<file path="src/rtl/rsc_pkg.sv">
// Package: shared types and helpers for the reset supervisor timing controller.
// Assumes: nothing beyond IEEE 1800-2017 packages.
package rsc_pkg;

    // Trigger bus from the source stage to the timer.
    typedef struct packed {
        logic hold;   // level source active: keep reloading
        logic pulse;  // single-cycle start event
    } rsc_trig_t;

    // Largest of four cycle counts, used to size the timer.
    function automatic int unsigned rsc_max4(input int unsigned a, input int unsigned b,
                                             input int unsigned c, input int unsigned d);
        int unsigned m;
        m = a;
        if (b > m) m = b;
        if (c > m) m = c;
        if (d > m) m = d;
        return m;
    endfunction

endpackage

</file>
<file path="src/rtl/rsc_sync.sv">
// Module: multi-bit flop-chain synchroniser, each bit independent.
// Assumes: bits are unrelated levels; reset value is all zeros (inactive).
module rsc_sync #(
    parameter int W      = 3,
    parameter int STAGES = 2
) (
    input  logic         clk,
    input  logic         rst_n,
    input  logic [W-1:0] d_i,
    output logic [W-1:0] q_o
);

    logic [STAGES-1:0][W-1:0] stg;

    // Shift the asynchronous inputs through the flop chain.
    always_ff @(posedge clk) begin
        if (!rst_n) begin
            stg <= '0;
        end else begin
            stg[0] <= d_i;
            for (int s = 1; s < STAGES; s++) begin
                stg[s] <= stg[s-1];
            end
        end
    end

    assign q_o = stg[STAGES-1];

endmodule

</file>
<file path="src/rtl/rsc_trigger.sv">
// Module: turns raw reset sources into hold/pulse triggers.
// Level sources (undervoltage, manual) produce hold; line assertions and the
// watchdog produce pulse. Line rises seen while the block itself drives are
// dropped, since they are its own drive read back.
// Assumes: brownout_i and wdog_i are synchronous; every timeout is longer
// than SYNC_STAGES+1 cycles so the echo of the drive lands inside the run.
module rsc_trigger
    import rsc_pkg::*;
#(
    parameter int SYNC_STAGES = 2
) (
    input  logic      clk,
    input  logic      rst_n,
    input  logic      brownout_i,
    input  logic      wdog_i,
    input  logic      man_req_n_i,
    input  logic      line_n_i,
    input  logic      line_p_i,
    input  logic      own_drive_i,
    output rsc_trig_t trig_o
);

    localparam int NSRC = 3;   // [0] manual, [1] low line, [2] high line

    logic [NSRC-1:0] raw_act;
    logic [NSRC-1:0] syn_act;
    logic [1:0]      line_prev;
    logic [1:0]      line_rise;

    // Convert every asynchronous source to "asserted = 1" before syncing.
    assign raw_act = {line_p_i, ~line_n_i, ~man_req_n_i};

    rsc_sync #(.W(NSRC), .STAGES(SYNC_STAGES)) u_sync (
        .clk   (clk),
        .rst_n (rst_n),
        .d_i   (raw_act),
        .q_o   (syn_act)
    );

    // Remember last synchronised line state for rise detection.
    always_ff @(posedge clk) begin
        if (!rst_n) begin
            line_prev <= '0;
        end else begin
            line_prev <= syn_act[2:1];
        end
    end

    assign line_rise = syn_act[2:1] & ~line_prev;

    // Merge sources into the trigger bus, masking line echoes of own drive.
    always_comb begin
        trig_o.hold  = brownout_i | syn_act[0];
        trig_o.pulse = wdog_i | ((|line_rise) & ~own_drive_i);
    end

endmodule

</file>
<file path="src/rtl/rsc_timer.sv">
// Module: reset stretch timer. Any trigger loads the selected count and
// sets the run flag; the run ends once the count has been walked to zero.
// Assumes: all four counts are at least 1; select is sampled on load only.
module rsc_timer
    import rsc_pkg::*;
#(
    parameter int unsigned TMO0 = 8,
    parameter int unsigned TMO1 = 20,
    parameter int unsigned TMO2 = 50,
    parameter int unsigned TMO3 = 120
) (
    input  logic       clk,
    input  logic       rst_n,
    input  rsc_trig_t  trig_i,
    input  logic [1:0] sel_i,
    output logic       run_o
);

    localparam int unsigned TMO_MAX = rsc_max4(TMO0, TMO1, TMO2, TMO3);
    localparam int          CW      = $clog2(TMO_MAX + 1);

    logic [CW-1:0] cnt;
    logic [CW-1:0] load_val;

    // Pick the reload value (count minus one) for the selected code.
    always_comb begin
        unique case (sel_i)
            2'd0:    load_val = CW'(TMO0 - 1);
            2'd1:    load_val = CW'(TMO1 - 1);
            2'd2:    load_val = CW'(TMO2 - 1);
            default: load_val = CW'(TMO3 - 1);
        endcase
    end

    // Load on any trigger, otherwise count the run down to release.
    always_ff @(posedge clk) begin
        if (!rst_n) begin
            run_o <= 1'b0;
            cnt   <= '0;
        end else if (trig_i.hold || trig_i.pulse) begin
            run_o <= 1'b1;
            cnt   <= load_val;
        end else if (run_o) begin
            if (cnt == '0) begin
                run_o <= 1'b0;
            end else begin
                cnt <= cnt - 1'b1;
            end
        end
    end

endmodule

</file>
<file path="src/rtl/reset_stretch_ctrl.sv">
// Module: top of the reset supervisor timing controller. Drives a shared
// active-low and a shared active-high reset line (open-drain enables) for a
// programmable stretch after any source: undervoltage, watchdog, manual
// request, or an external assertion of either line.
// Assumes: brownout_i/wdog_i synchronous to clk; the other inputs are
// asynchronous; every TMOx > SYNC_STAGES+1.
module reset_stretch_ctrl
    import rsc_pkg::*;
#(
    parameter int unsigned TMO0        = 8,
    parameter int unsigned TMO1        = 20,
    parameter int unsigned TMO2        = 50,
    parameter int unsigned TMO3        = 120,
    parameter int          SYNC_STAGES = 2
) (
    input  logic       clk,
    input  logic       rst_n,
    input  logic       brownout_i,
    input  logic       wdog_i,
    input  logic       man_req_n_i,
    input  logic       line_n_i,
    input  logic       line_p_i,
    input  logic [1:0] tmo_sel_i,
    output logic       drv_lo_o,
    output logic       drv_hi_o
);

    rsc_trig_t trig;
    logic      run;

    rsc_trigger #(.SYNC_STAGES(SYNC_STAGES)) u_trig (
        .clk         (clk),
        .rst_n       (rst_n),
        .brownout_i  (brownout_i),
        .wdog_i      (wdog_i),
        .man_req_n_i (man_req_n_i),
        .line_n_i    (line_n_i),
        .line_p_i    (line_p_i),
        .own_drive_i (run),
        .trig_o      (trig)
    );

    rsc_timer #(.TMO0(TMO0), .TMO1(TMO1), .TMO2(TMO2), .TMO3(TMO3)) u_tmr (
        .clk    (clk),
        .rst_n  (rst_n),
        .trig_i (trig),
        .sel_i  (tmo_sel_i),
        .run_o  (run)
    );

    // Both line enables follow the single run flag.
    assign drv_lo_o = run;
    assign drv_hi_o = run;

endmodule

</file>
<file path="config.mk">
export PLATFORM = sky130hd
export DESIGN_NAME = reset_stretch_ctrl
export DESIGN_NICKNAME = d
export VERILOG_FILES = /design/src/rtl/rsc_pkg.sv /design/src/rtl/rsc_sync.sv /design/src/rtl/rsc_trigger.sv /design/src/rtl/rsc_timer.sv /design/src/rtl/reset_stretch_ctrl.sv
export SDC_FILE = /design/constraint.sdc
export NUM_CORES = 1
export LEC_CHECK = 0
export ABC_AREA = 1
export BUFFER_PORTS_ARGS = -buffer_cell sky130_fd_sc_hd__buf_2
export CORE_ASPECT_RATIO = 1.5
export CORE_MARGIN = 2
export CORE_UTILIZATION = 40
export DETAILED_ROUTE_END_ITERATION = 10
export SYNTH_ARGS = -nofsm -noshare
export SYNTH_HDL_FRONTEND = slang
export SYNTH_HIERARCHICAL = 1
export SYNTH_SLANG_ARGS = --single-unit
</file>
<file path="constraint.sdc">
create_clock -name clk -period 3.1 [get_ports clk]
set_input_delay 0.62 -clock clk [delete_from_list [all_inputs] [get_ports clk]]
set_output_delay 0.62 -clock clk [all_outputs]
set_load 0.1 [all_outputs]
</file>
---- Word level (Yosys, flattened, before mapping) ----
Cells that the tools add are included.
storage, ports and cells
  bits in registers ....................... 16
  input bits .............................. 9
  output and inout port bits .............. 2
  word-level logic and storage cells ...... 30
operators by class
  add/subtract/negate cells ............... 1
  equality and inequality tests ........... 3
  muxes and demuxes ....................... 7
  bitwise logic cells ..................... 8
  reduce and logical (&&, ||, !) cells .... 6
operators with widths
  kind                                                                      number
  7-bit two-way mux                                                         3
  7-bit case mux with 3 select lines                                        1
  7-bit zero test                                                           1
  7-bit by 1-bit subtractor with 7-bit output (second input constant)       1
  1-bit two-way mux                                                         3
  1-bit NOT                                                                 3
  2-bit AND                                                                 1
  2-bit by 1-bit == test with 1-bit output (second input constant)          1
  2-bit == test (second input constant)                                     1
  2-bit zero test                                                           1
  2-bit by 1-bit inequality test with 1-bit output (second input constant)  1
  2-bit NOT                                                                 1
  1-bit OR                                                                  2
  2-bit AND reduction                                                       1
  2-bit nonzero test                                                        1
  2-bit OR reduction                                                        1
  1-bit AND                                                                 1
  1-bit logical OR                                                          1

---- Logic depth before layout (Yosys ltp) ----
  depth after elaboration ................. 8
  mapped depth ............................ 12
  mapped depth without buffers ............ 12

---- Modules after synthesis ----
Netlist, hierarchy kept.
by module, submodules not included
  module              times used  cells an instance  area each (µm²)  sequential area each (µm²)
  rsc_timer           1           82                 559.3            160.2
  rsc_sync            1           21                 187.7            120.1
  rsc_trigger         1           18                 102.6            40.0
  reset_stretch_ctrl  1           1                  7.5              0.0

---- Worst setup path after synthesis ----
Ideal clock, no wire load.
  path kind ............................... register to register
  start ................................... reg u_tmr.run_o
  end ..................................... reg u_tmr.cnt[6]
  setup time .............................. 0.116 ns
  arrival time ............................ 1.944 ns
  required time ........................... 2.984 ns
  path slack .............................. 1.040 ns
  stages on the path, launching flop included .. 11
  buffers on the path ..................... 0
  period minus slack after synthesis ...... 2.060 ns
  cell sequence ........................... dfxtp_1 -> inv_1 -> nand2_1 -> nand2_1 -> nor2_4 -> inv_2 -> or2_4 -> nand2_4 -> nor2_1 -> nand2_1 -> a21oi_1
RTL lines
  what                      RTL line         source
  start: declaration        rsc_timer.sv:16  output logic run_o
  start signal: assignment  rsc_timer.sv:38  run_o <= 1'b0;
  start signal: assignment  rsc_timer.sv:41  run_o <= 1'b1;
  start signal: assignment  rsc_timer.sv:45  run_o <= 1'b0;
  end signal: assignment    rsc_timer.sv:42  cnt <= load_val;
  end signal: assignment    rsc_timer.sv:47  cnt <= cnt - 1'b1;
  end: declaration          rsc_timer.sv:22  logic [CW-1:0] cnt;

---- Worst setup path in the final report ----
  start ................................... reg u_tmr.run_o
  end ..................................... out drv_hi_o
RTL lines
  what              RTL line                  source
  end: declaration  reset_stretch_ctrl.sv:25  output logic drv_hi_o
No word-level cell between the ends.

==> metrics.yaml <==
sta:
  finalCriticalPeriod_ps: 1755
  totalNegativeSetupSlack_ps: 0
  max_slew.worst_pin.slew_ps: 482.1
  hold_violations: 0
  clock.fmax_mhz: 569.9
  setup_ws_ps: 1345
  slew_violations: 0
  period_share: 0.5660
  relSlewSlack: 0.6808
  clock_skew_ps: 7.265
  rsz0062_at_grt: "no"
  setup_viol: 0
logic_synthesis:
  synth-seq-cells: 16
  synthTopCellsByArea: "dfxtp_1 (37%), nand2_1 (12%), inv_1 (11%), ha_1 (8.8%), nor2_1 (5.3%)"
  syn_avg_cell_area_um2: 7.025
  synthCells: 122
  synth.yosys.seq_area_share: 0.3737
  synthDistinctLibCells: 20
  synth_area_leader_cell: "dfxtp_1"
  netlist_area_um2: 857.1
  netlist.area_leader.share: 0.3737
  yosysWarningCount: 6
  synth_nets: 137
drt:
  route.detailed.drc: 0
  drt_first_pass_iters: 4
  post_drt_wl_per_cell_um: 9.747
  dr_total_vias: 708
  routed_wl_um: 1501
  vias_per_cell: 4.597
  drt_iter0_drc: 24
  postRouteAntennaNets: 0
setup_path:
  cp_num_buf_inv: 1
  critPathMaxStageDelay_ps: 450
  critPathKind: "flip-flop to primary output"
  crit_chain: "buf_2"
  end_kind: "primary output"
  critical-path-top-delay-family: "buffers and inverters"
  arrival_ps: 1130
  reg2regPathDepth: 10
  worstPathRequired_ps: 2480
  critPathMaxFanout: 5
  regToRegSetupSlack_ps: 1580
  cp-startpoint: "u_tmr/run_o$_SDFF_PN0_"
  startpoint_type: "flip-flop"
  cp_slowest_cell: "buf_2"
  r2r_end: "u_tmr/cnt[6]$_SDFFE_PN0P_"
  r2r-start: "u_tmr/run_o$_SDFF_PN0_"
global_route:
  grt_pass1_vias: 656
  grt_start_max_net_pins: 14
  antenna_found_initial: 0
  grt-ovfl-total: 0
  track_usage: 0.1320
  grt_pass1_wl_um: 2635
pwr:
  p_int_w: 0.0003244
  p_per_area_nw_per_um2: 495.1
  p_switching_w: 0.0001415
  leakagePower_nw: 0.5108
  pwr-share-seq: 0.495
  ir_worst_vdd_uv: 304.6
  clkPwrFrac: 0.292
  p_sw_frac: 0.3037
  comb_power_share: 0.213
cts:
  postCtsSetupRepairBufs: 0
  cts_inserted_buffers: 3
  numClockSinks: 16
  cts_buffer_depth: 2
  clkLatencyLatePin_ps: 280
  ctsResizeCount: 0
  root_buffer: "clkbuf_4"
  htree_levels: 1
  clkTransAtPathRegs_ps: 100
  cts_tree: "built"
  cts_hold_buf: 0
die:
  rows: 20
  start_util: 0.4228
  die_w_um: 41.80
  io_pins: 11
  core_um2: 2027
  die_h_um: 60.69
  die-area_um2: 2537
final_layout:
  num-fill-cells: 222
  final_common_cell: "nand2_1"
  antenna_cells: 0
  post-route-util: 0.4642
  fin_nets: 148
  layout_common_cells: "nand2_1 (27), inv_1 (24), dfxtp_1 (16), nor2_1 (12), buf_2 (10)"
  areaGrowthSynthToFinish_pct: 9.781
  drive_gt1_frac: 0.1591
hold_path:
  hp-start: "u_trig/u_sync/q_o[2]$_SDFF_PN0_"
  hold_depth: 2
  worst_hold_path.endpoint: "u_trig/line_prev[1]$_SDFF_PN0_"
  hold_path_class: "flip-flop to flip-flop"
placed_design:
  place_congestion: 0.9567
  io_buffers: 10
  dp_slack_ps: 1221
  hpwl_um: 1209
flow_run:
  drv_cap: 0
outcome:
  status: "completed"
==> per-layer routing <==
metal,GRT usage,part of all wire,up-vias
met4,0.03687,0,0
met5,0,0,-
met1,0.1569,0.46,305
met2,0.2388,0.51,13
met3,0.02976,0.031,0
li1,-,-,390
==> metrics by stage <==
stage          hold slack [ps]  instances  area (µm²)  total power [W]
6_report                 420.6        154       940.9        0.0004658
5_1_grt                  448.6        154       940.9        0.0004927
4_1_cts                  422.2        154       940.9        0.0004700
3_5_place_dp             400.0        150       904.6        0.0003353
3_3_place_gp             395.8        150       904.6        0.0003333
2_1_floorplan            390.0        122       857.1        0.0003128
==> how the worst max path moves through the flow <==
stage,endpoint,slack (ps),cells past startpoint
finish,drv_hi_o,1350,1
global route,drv_lo_o,1300,1
CTS,drv_hi_o,1330,1
detailed placement,u_tmr/cnt[6]$_SDFFE_PN0P_,1220,9
global placement,u_tmr/cnt[6]$_SDFFE_PN0P_,1260,9
floorplan,u_tmr/cnt[6]$_SDFFE_PN0P_,1040,10
==> power groups by stage <==
stage	Sequential [W]	Combinational (W)	Clock, W
global route	0.000233	0.000114	0.000146
global placement	0.000235	0.0000979	0
floorplan	0.000240	0.0000733	0
detailed placement	0.000235	0.0000998	0
CTS	0.000231	0.000100	0.000139
finish	0.000230	0.0000993	0.000136
==> sequential cells by signal, indices dropped and copies added, names as in the netlist <==
name and cells:
u_tmr/cnt 7, u_tmr/run_o 1, u_trig/line_prev 2, u_trig/u_sync/q_o 3, u_trig/u_sync/stg 3
==> cell usage after synthesis <==
master,instances
dfxtp_1,16
inv_2,1
nor2_1,12
nand3_1,5
or2_2,2
xor2_1,1
nand2_4,1
ha_1,6
or2_4,1
or2_1,1
buf_4,4
nor2_2,1
o21ai_0,8
nand4_1,3
a21oi_1,6
nor2_4,1
nand2_1,27
inv_1,24
o21ai_1,1
nand3b_1,1
==> logic make-up after synthesis <==
group | count (synthesis) | share of synthesized area
fa+ha+maj | 6 | 0.08759
compound gates | 15 | 0.08759
buf+inv | 29 | 0.1445
xor+xnor | 1 | 0.01022
simple gates | 55 | 0.2964
flops | 16 | 0.3737
==> layout make-up <==
| class | instances | area, µm² | share of cell area |
|---|---|---|---|
| Multi-Input combinational cell | 77 | 412.9 | 0.4388 |
| Inverter | 25 | 93.84 | 0.09973 |
| Tap cell | 22 | 27.53 | 0.02926 |
| Clock buffer | 4 | 36.28 | 0.03856 |
| Sequential cell | 16 | 320.3 | 0.3404 |
| Timing Repair Buffer | 10 | 50.05 | 0.05319 |
No activity file was read; power rests on OpenSTA's default activity.
